`src/rtl/tla_pkg.sv`:
```
package tla_pkg;

  localparam int CTRL_W    = 32;
  localparam int SEL_W     = 8;
  localparam int REP_LSB   = 24;
  localparam int DUR_LSB   = 8;
  localparam int START_BIT = 0;
  localparam int N_STATE   = 9;
  localparam int N_LANE    = 4;
  localparam logic [SEL_W-1:0] PAY_BASE = 8'h20;
  localparam logic [SEL_W-1:0] REP_CYCLE = 8'h00;

  typedef struct packed {
    logic [SEL_W-1:0] rep;
    logic [SEL_W-1:0] dur;
    logic             start;
  } ctrl_t;

  // window length in microseconds; 0 means manual
  function automatic logic [31:0] window_us(input logic [SEL_W-1:0] code);
    case (code)
      8'h01:   window_us = 32'd1000;
      8'h02:   window_us = 32'd10000;
      8'h03:   window_us = 32'd100000;
      8'h04:   window_us = 32'd1000000;
      8'h05:   window_us = 32'd2000000;
      8'h06:   window_us = 32'd4000000;
      8'hFF:   window_us = 32'd4;
      default: window_us = 32'd0;
    endcase
  endfunction

  function automatic logic [CTRL_W-1:0] pack_ctrl(input ctrl_t c);
    logic [CTRL_W-1:0] w;
    w = '0;
    w[REP_LSB +: SEL_W] = c.rep;
    w[DUR_LSB +: SEL_W] = c.dur;
    w[START_BIT]        = c.start;
    return w;
  endfunction

endpackage

```
`src/rtl/tla_window.sv`:
```
module tla_window
  import tla_pkg::*;
#(
  parameter int US_PER_TICK = 1
) (
  input  logic             clk,
  input  logic             rst_n,
  input  logic             we,
  input  logic [SEL_W-1:0] wr_rep,
  input  logic [SEL_W-1:0] wr_dur,
  input  logic             wr_start,
  input  logic             ref_tick,
  output ctrl_t            cfg,
  output logic             run,
  output logic             clear
);

  localparam int TCNT_W = 32;

  ctrl_t             cfg_q;
  logic [TCNT_W-1:0] tcnt_q;
  logic [TCNT_W-1:0] win_raw;
  logic [TCNT_W-1:0] win_ticks;
  logic              timed;
  logic              start_wr;
  logic              stop_wr;
  logic              tick_run;
  logic              last_tick;

  assign win_raw   = window_us(cfg_q.dur) / TCNT_W'(US_PER_TICK);
  assign timed     = (window_us(cfg_q.dur) != '0);
  assign win_ticks = (win_raw == '0) ? TCNT_W'(1) : win_raw;

  assign start_wr  = we & wr_start;
  assign stop_wr   = we & ~wr_start;
  assign clear     = start_wr & ~cfg_q.start;
  assign run       = cfg_q.start & ~stop_wr;
  assign tick_run  = run & timed & ref_tick;
  assign last_tick = tick_run & (tcnt_q == win_ticks - TCNT_W'(1));

  always_ff @(posedge clk) begin
    if (!rst_n) begin
      cfg_q  <= '0;
      tcnt_q <= '0;
    end else begin
      if (we) begin
        cfg_q.rep <= wr_rep;
        cfg_q.dur <= wr_dur;
      end
      if (clear) begin
        cfg_q.start <= 1'b1;
        tcnt_q      <= '0;
      end else if (stop_wr || last_tick) begin
        cfg_q.start <= 1'b0;
      end else if (tick_run) begin
        tcnt_q <= tcnt_q + TCNT_W'(1);
      end
    end
  end

  assign cfg = cfg_q;

endmodule

```
`src/rtl/tla_select.sv`:
```
module tla_select
  import tla_pkg::*;
#(
  parameter int UNIT_W = 8
) (
  input  logic [SEL_W-1:0]         rep,
  input  logic [N_STATE-1:0]       link_state,
  input  logic [N_LANE*UNIT_W-1:0] pay_units,
  output logic [UNIT_W-1:0]        incr
);

  logic [N_STATE-1:0] st_hit;
  logic [UNIT_W-1:0]  lane_term [N_LANE];

  for (genvar g = 0; g < N_STATE; g++) begin : g_state
    assign st_hit[g] = (rep == SEL_W'(g + 1)) & link_state[g];
  end

  for (genvar l = 0; l < N_LANE; l++) begin : g_lane
    assign lane_term[l] = (rep == PAY_BASE + SEL_W'(l)) ?
                          pay_units[l*UNIT_W +: UNIT_W] : '0;
  end

  always_comb begin
    incr = '0;
    if ((rep == REP_CYCLE) || (|st_hit)) incr = UNIT_W'(1);
    for (int l = 0; l < N_LANE; l++) incr = incr | lane_term[l];
  end

endmodule

```
`src/rtl/tla_accum.sv`:
```
module tla_accum #(
  parameter int HALF_W = 32,
  parameter int INC_W  = 8
) (
  input  logic              clk,
  input  logic              rst_n,
  input  logic              clear,
  input  logic              run,
  input  logic [INC_W-1:0]  incr,
  output logic [HALF_W-1:0] lo,
  output logic [HALF_W-1:0] hi
);

  localparam int SUM_W = HALF_W + 1;

  logic [HALF_W-1:0] lo_q, hi_q;
  logic [SUM_W-1:0]  lo_sum;

  assign lo_sum = {1'b0, lo_q} + {{(SUM_W-INC_W){1'b0}}, incr};

  always_ff @(posedge clk) begin
    if (!rst_n || clear) begin
      lo_q <= '0;
      hi_q <= '0;
    end else if (run) begin
      lo_q <= lo_sum[HALF_W-1:0];
      hi_q <= hi_q + HALF_W'(lo_sum[HALF_W]);
    end
  end

  assign lo = lo_q;
  assign hi = hi_q;

endmodule

```
`src/rtl/link_time_counter.sv`:
```
module link_time_counter
  import tla_pkg::*;
#(
  parameter int HALF_W      = 32,
  parameter int UNIT_W      = 8,
  parameter int US_PER_TICK = 1
) (
  input  logic                     clk,
  input  logic                     rst_n,
  input  logic                     cfg_we,
  input  logic [31:0]              cfg_wdata,
  output logic [31:0]              cfg_rdata,
  input  logic [8:0]               link_state,
  input  logic [4*UNIT_W-1:0]      pay_units,
  input  logic                     ref_tick,
  output logic [HALF_W-1:0]        res_lo,
  output logic [HALF_W-1:0]        res_hi
);

  ctrl_t             cfg;
  logic              run;
  logic              clear;
  logic [UNIT_W-1:0] incr;
  logic              unused_wbits;

  assign unused_wbits = ^{cfg_wdata[23:16], cfg_wdata[7:1]};

  tla_window #(.US_PER_TICK(US_PER_TICK)) u_win (
    .clk      (clk),
    .rst_n    (rst_n),
    .we       (cfg_we),
    .wr_rep   (cfg_wdata[REP_LSB +: SEL_W]),
    .wr_dur   (cfg_wdata[DUR_LSB +: SEL_W]),
    .wr_start (cfg_wdata[START_BIT]),
    .ref_tick (ref_tick),
    .cfg      (cfg),
    .run      (run),
    .clear    (clear)
  );

  tla_select #(.UNIT_W(UNIT_W)) u_sel (
    .rep        (cfg.rep),
    .link_state (link_state),
    .pay_units  (pay_units),
    .incr       (incr)
  );

  tla_accum #(.HALF_W(HALF_W), .INC_W(UNIT_W)) u_acc (
    .clk   (clk),
    .rst_n (rst_n),
    .clear (clear),
    .run   (run),
    .incr  (incr),
    .lo    (res_lo),
    .hi    (res_hi)
  );

  assign cfg_rdata = pack_ctrl(cfg);

endmodule

```
`config.mk`:
```
export PLATFORM = sky130hd
export DESIGN_NAME = link_time_counter
export DESIGN_NICKNAME = d
export VERILOG_FILES = /design/src/rtl/tla_pkg.sv /design/src/rtl/tla_window.sv /design/src/rtl/tla_select.sv /design/src/rtl/tla_accum.sv /design/src/rtl/link_time_counter.sv
export SDC_FILE = /design/constraint.sdc
export NUM_CORES = 1
export LEC_CHECK = 0
export BUFFER_PORTS_ARGS = -buffer_cell sky130_fd_sc_hd__buf_2
export CELL_PAD_IN_SITES_DETAIL_PLACEMENT = 0
export CELL_PAD_IN_SITES_GLOBAL_PLACEMENT = 2
export CORE_MARGIN = 1
export CORE_UTILIZATION = 28
export CTS_BUF_LIST = sky130_fd_sc_hd__clkbuf_8
export CTS_CLUSTER_SIZE = 20
export DETAILED_ROUTE_END_ITERATION = 10
export GPL_TIMING_DRIVEN = 1
export HOLD_SLACK_MARGIN = 0.08
export PLACE_DENSITY = 0.89
export SYNTH_ARGS = -nofsm -noshare
export SYNTH_HDL_FRONTEND = slang
export SYNTH_SLANG_ARGS = --single-unit
```
`constraint.sdc`:
```
create_clock -name clk -period 5.3 [get_ports clk]
set_clock_uncertainty 0.2 [all_clocks]
set_input_delay 0 -clock clk [delete_from_list [all_inputs] [get_ports clk]]
set_output_delay 0 -clock clk [all_outputs]
set_load 0.005 [all_outputs]
```
Word level (Yosys, flattened, before mapping)
Cells that the tools add are included.
W data, S select, Z words.
{"block": "totals", "rom_bits": 0, "out_inout_bits": 96, "reg_bits": 113, "mem_count": 0, "elab_cells": 76, "latch_bits": 0, "ramBits": 0}
{"block": "classes", "div": 0, "add_sub_neg": 4, "n_reduce_logical": 11, "n_lt_le_gt_ge": 0, "multipliers": 0, "mux": 9, "n_eq_ne": 21, "bitwise": 25, "n_shift": 0}
{"operator": "$pmux W22 S7", "count": 1}
{"operator": "$eq A8 B3 Y1 const B", "count": 7}
{"operator": "$add A32 B8 Y33", "count": 1}
{"operator": "$add A32 B1 Y32", "count": 1}
{"operator": "$add A32 B1 Y32 const B", "count": 1}
{"operator": "$eq A32 B32 Y1", "count": 1}
{"operator": "$eq A8 B2 Y1 const B", "count": 4}
{"operator": "$eq A8 B6 Y1 const B", "count": 4}
{"operator": "$logic_not A32 Y1", "count": 1}
{"operator": "$mux W8", "count": 4}
{"operator": "$reduce_bool A32 Y1", "count": 1}
{"operator": "$sub A32 B1 Y32 const B", "count": 1}
{"operator": "$or A8 B8 Y8", "count": 3}
{"operator": "$mux W22", "count": 1}
{"operator": "$and A1 B1 Y1", "count": 16}
{"operator": "$eq A8 B1 Y1 const B", "count": 2}
{"operator": "$eq A8 B4 Y1 const B", "count": 2}
{"operator": "$reduce_or A9 Y1", "count": 1}
{"operator": "$eq A8 B8 Y1 const B", "count": 1}
{"operator": "$logic_not A8 Y1", "count": 1}
{"operator": "$or A1 B8 Y8", "count": 1}
{"operator": "$not A1 Y1", "count": 5}
{"operator": "$logic_or A1 B1 Y1", "count": 3}
{"operator": "$mux W1", "count": 3}
{"operator": "other kinds (4)", "count": 4}

Logic depth before layout (Yosys ltp)
{"block": "logic_depth", "ltp_word": 11, "depth_mapped": 27, "depth_no_buf": 27}

Modules after synthesis
From an unflattened synthesis, not the netlist that was laid out.
{"block": "hier_totals", "hier_cells": 788, "hier_area_um2": 6718.9}
{"mod": "tla_accum", "seq_area_each_um2": 1281.2, "instances": 1, "cells_per_inst": 377, "area_per_inst_um2": 3244.4}
{"mod": "tla_window", "seq_area_each_um2": 980.9, "instances": 1, "cells_per_inst": 362, "area_per_inst_um2": 2955.3}
{"mod": "tla_select", "seq_area_each_um2": 0.0, "instances": 1, "cells_per_inst": 33, "area_per_inst_um2": 402.9}
{"mod": "link_time_counter", "seq_area_each_um2": 0.0, "instances": 1, "cells_per_inst": 16, "area_per_inst_um2": 116.4}

Worst setup path before layout
No wires, ideal clock.
{"block": "synth_path", "kind": "flip-flop to flip-flop", "startpoint": "reg, netlist name u_win.cfg[9]", "endpoint": "reg u_acc.hi_q[28], in the netlist u_acc.hi[28]", "path_stages_with_launch": 28, "setup_slack_ns": -0.231, "t_arrival_ns": 5.204, "setup_time_ns": 0.128, "path_cell_list": "dfxtp_1 -> clkbuf_1 -> clkbuf_1 -> mux2i_1 -> nor3b_1 -> a21oi_1 -> o22ai_1 -> nand3b_1 -> o21ai_0 -> ha_1 -> inv_1 -> fa_1 -> nor2b_1 -> o21ai_1 -> a21boi_0 -> o21ai_0 -> a2111oi_0 -> inv_1 -> nor3_1 -> ha_1 -> ha_1 -> nand4_1 -> nor3_1 -> and3_1 -> and3_1 -> nand2_1 -> xor2_1 -> nor2_1"}
{"block": "synth_via", "elab_chain_cells": 11, "elab_cells_between_ends": 36, "cone_classes": "2 x add/sub; 13 x eq/ne; 5 x mux; 13 x bitwise; 3 x reduce/logical"}
{"item": "$eq A8 B1 Y1 (tied with other cells)", "line": "tla_select.sv:16", "source": "assign st_hit[g] = (rep == SEL_W'(g + 1)) & link_state[g];"}
{"item": "$and A1 B1 Y1", "line": "tla_select.sv:16"}
{"item": "$reduce_or A9 Y1", "line": "tla_select.sv:26", "source": "if ((rep == REP_CYCLE) || (|st_hit)) incr = UNIT_W'(1);"}
{"item": "$logic_or A1 B1 Y1", "line": "tla_select.sv:26"}
{"item": "$mux W1", "line": "tla_select.sv:26"}
{"item": "$or A1 B8 Y8", "line": "tla_select.sv:27", "source": "for (int l = 0; l < N_LANE; l++) incr = incr | lane_term[l];"}
{"item": "$or A8 B8 Y8 (2 in series)", "line": "tla_select.sv:27"}
{"item": "$or A8 B8 Y8 (*)", "line": "tla_select.sv:27"}
{"item": "$add A32 B8 Y33 (*)", "line": "tla_accum.sv:19", "source": "assign lo_sum = {1'b0, lo_q} + {{(SUM_W-INC_W){1'b0}}, incr};"}
{"item": "$add A32 B1 Y32 (*)", "line": "tla_accum.sv:27", "source": "hi_q <= hi_q + HALF_W'(lo_sum[HALF_W]);"}
{"item": "to (signal assigned)", "line": "tla_accum.sv:27"}
{"item": "to (decl)", "line": "tla_accum.sv:16", "source": "logic [HALF_W-1:0] lo_q, hi_q;"}
Mark *: on every way between the ends. The rest lies on a longest branch, timed or not.
A chain may end at the register's enable or synchronous reset.

Worst setup path after layout
{"block": "layout_path", "startpoint": "reg, netlist name u_win.cfg[12]", "endpoint": "reg u_acc.hi_q[28], in the netlist u_acc.hi[28]"}
{"block": "layout_via", "elab_chain_cells": 11, "elab_cells_between_ends": 36, "cone_classes": "2 x add/sub; 13 x eq/ne; 5 x mux; 13 x bitwise; 3 x reduce/logical"}
{"item": "$eq A8 B1 Y1 (tied with other cells)", "line": "tla_select.sv:16"}
{"item": "$and A1 B1 Y1", "line": "tla_select.sv:16"}
{"item": "$reduce_or A9 Y1", "line": "tla_select.sv:26"}
{"item": "$logic_or A1 B1 Y1", "line": "tla_select.sv:26"}
{"item": "$mux W1", "line": "tla_select.sv:26"}
{"item": "$or A1 B8 Y8", "line": "tla_select.sv:27"}
{"item": "$or A8 B8 Y8 (2 in series)", "line": "tla_select.sv:27"}
{"item": "$or A8 B8 Y8 (*)", "line": "tla_select.sv:27"}
{"item": "$add A32 B8 Y33 (*)", "line": "tla_accum.sv:19"}
{"item": "$add A32 B1 Y32 (*)", "line": "tla_accum.sv:27"}
Marks and branches as above.

==> flow_metrics.tcl <==
set metrics [dict create \
    initial_core_util 0.289 \
    final.setup.worst_slack_ns 0.497 \
    cts_sinks 113 \
    p_leak_uw 0.00357 \
    async_reset_ff_frac 0 \
    synth_common_cells "113 x dfxtp_1, 99 x nor2_1, 92 x nand2_1" \
    synth-seq-cells 113 \
    slowest_stage "dfxtp_1" \
    clkLatencyLatePin_ns 0.44 \
    power_density_nw_per_um2 238 \
    arrival_ns 4.89 \
    final_util 0.377 \
    yosys.area.top_type "dfxtp_1" \
    syn_avg_cell_area_sq_um 7.97 \
    critPathMostFrequentCell "ha_1" \
    die_h_microns 156 \
    synth_adder_area_share 0.0239 \
    vdd_drop_max_uv 130 \
    cts_htree_levels 4 \
    worstPathRequired_ns 5.39 \
    slew_viol_final 0 \
    grt_pass1_vias 6258 \
    cts_buffers 17 \
    synth_top_family_by_area "simple AND/OR/NAND/NOR gates" \
    syn_area_sq_um 6600 \
    fin_nets 1099 \
    maxCapViolCount 0 \
    drt-initial-drc-count 407 \
    post-route-min-period_ns 4.80 \
    tightest_slew_ns 1.17 \
    cts_tree "done" \
    grt_pass1_wl_microns 31200 \
    synth_edf_count 0 \
    grt_antenna_before_repair 0 \
    grt_max_degree 75 \
    routedWlPerCell_microns 14.2 \
    end_kind "flip-flop" \
    gr-total-overflow 0 \
    drc_errors 0 \
    numPortBuffers 142 \
    slowest_delay_ns 0.47 \
    hold_viol 0 \
    clk_pin_slew_ns 0.09 \
    synth_warnings 0 \
    io_pins 173 \
    layoutNonFillerInstCount 1336 \
    coreArea_sq_um 22800 \
    vias 6428 \
    viasPerCell 4.81 \
    synthMuxAreaShare 0.0682 \
    drtPass1Iterations 4 \
    yosysMostFrequentCell "dfxtp_1" \
    synth_xor_xnor_area_share 0.0743 \
    die_width_microns 156 \
    dp_cells 1249 \
    max_clock_freq_mhz 208 \
    crit_fanout 7 \
    yosysSeqAreaShare 0.343 \
    fin_tns_setup_ns 0 \
    setup_viol 0 \
    rows 55 \
    ctsRootBufferMaster "clkbuf_8" \
    drive_gt1_frac 0.208 \
    synth_top_area_share 0.343 \
    synthTopCellsByArea "dfxtp_1 34%, nor2_1 5.6%, nand2_1 5.2%, xor2_1 5.0%, mux2i_1 4.1%" \
    yosys.area_share.simple 0.302 \
    area_growth_pct 30.4 \
    final_antenna_net_count 0 \
    place.gp.congestion 0.813 \
    hold_class "primary input to flip-flop" \
    grt_usage 0.161 \
    period_share 0.906 \
    antenna_cells 0 \
    path_class "flip-flop to flip-flop" \
    ys.flop_type "dfxtp_1" \
    slew_headroom 0.221 \
    post-place-ws_ns 0.197 \
    worst_setup_path_start_kind "flip-flop" \
    outcome "finished clean" \
    synth_cell_types 68 \
    routed_wl_microns 19000 \
    cts_buffer_depth 2 \
    hpwl_microns 13000 \
    hold_slack_ns 0.156 \
    synth_compound_area_frac 0.134 \
    synthCells 828 \
    die_area_sq_um 24200 \
]
[state kept, by name (all words and copies together) (netlist names)]
name and flops:
u_acc.hi 32, u_acc.lo 32, u_win.tcnt_q 32, u_win.cfg 17
[power breakdown]
part	leakage, uW	switching (uW)	internal [uW]
logic	0.00242	106	109
registers	0.000914	17.2	858
clock network	0.000230	389	572
[stage by stage]
step	power, uW	area, sq um
3_5_place_dp	1070	7560
6_report	2050	8610
5_1_grt	2140	8610
2_1_floorplan	1020	6660
3_3_place_gp	1070	7560
4_1_cts	2070	8570
[kinds of logic after synthesis]
| logic type | after synthesis |
|---|---|
| adders and majority gates | 12 |
| other | 1 |
| and+or+nand+nor | 401 |
| buffers and inverters | 76 |
| xor gates and xnor gates | 56 |
| DFF | 113 |
| muxes | 36 |
| AOI/OAI and AO/OA | 133 |
[layout make-up]
class                      count  area [sq um]
fill                        2422         14200
multi-input combinational    653          4080
sequential                   113          2260
timing repair buffer         210          1360
tap                          313           392
clock buffer                  18           248
clock inverter                14           214
inverter                      15          56.3
[worst max-delay path: cells and delay by family (launching register included)]
| kind | cells | cell delay (ns) |
|---|---|---|
| AOI/OAI and AO/OA | 7 | 1.13 |
| xor gates and xnor gates | 1 | 0.14 |
| adders and majority gates | 4 | 0.99 |
| buffers and inverters | 2 | 0.13 |
| DFF | 1 | 0.47 |
| muxes | 1 | 0.12 |
| and+or+nand+nor | 10 | 1.48 |
[timing repair]
item                                   CTS  global route
hold buffers                            55             0
resized for setup                        0            10
setup buffers                            0             0
setup endpoints to repair                0            20
endpoints found under the hold margin   31             0
[layout by cell type, fill, tap and decap left out, drive strengths merged, types with 18 or more instances in the layout]
cell type,synthesis,routed
xnor2,18,18
buf,27,155
dlygate4sd3,0,55
o21ai,27,27
xor2,38,38
nand3,54,54
nor3,24,24
dfxtp,113,113
nor2,99,99
clkbuf,34,18
nor2b,27,27
nand2,92,92
mux2i,27,27
and3,21,21
a21oi,42,42
[per-layer routing]
metal | vias to the layer above | GRT usage | share of wire
met4 | 0 | 0.0490 | 0.018
met2 | 175 | 0.273 | 0.47
li1 | 3264 | - | -
met3 | 20 | 0.0381 | 0.049
met5 | - | 0 | 0
met1 | 2969 | 0.200 | 0.47
[path summary, 6_finish.rpt]
kind / from / endpoint / slack (ns) / cells after the start
min reg2reg: u_acc.hi[0] / u_acc.hi[0] / 0.28 / 2
max: u_win.cfg[12] / u_acc.hi[28] / 0.50 / 25
max reg2reg: u_win.cfg[12] / u_acc.hi[28] / 0.50 / 25
min: pay_units[16] / u_acc.lo[0] / 0.16 / 7
(Power assumes the default switching activity.)
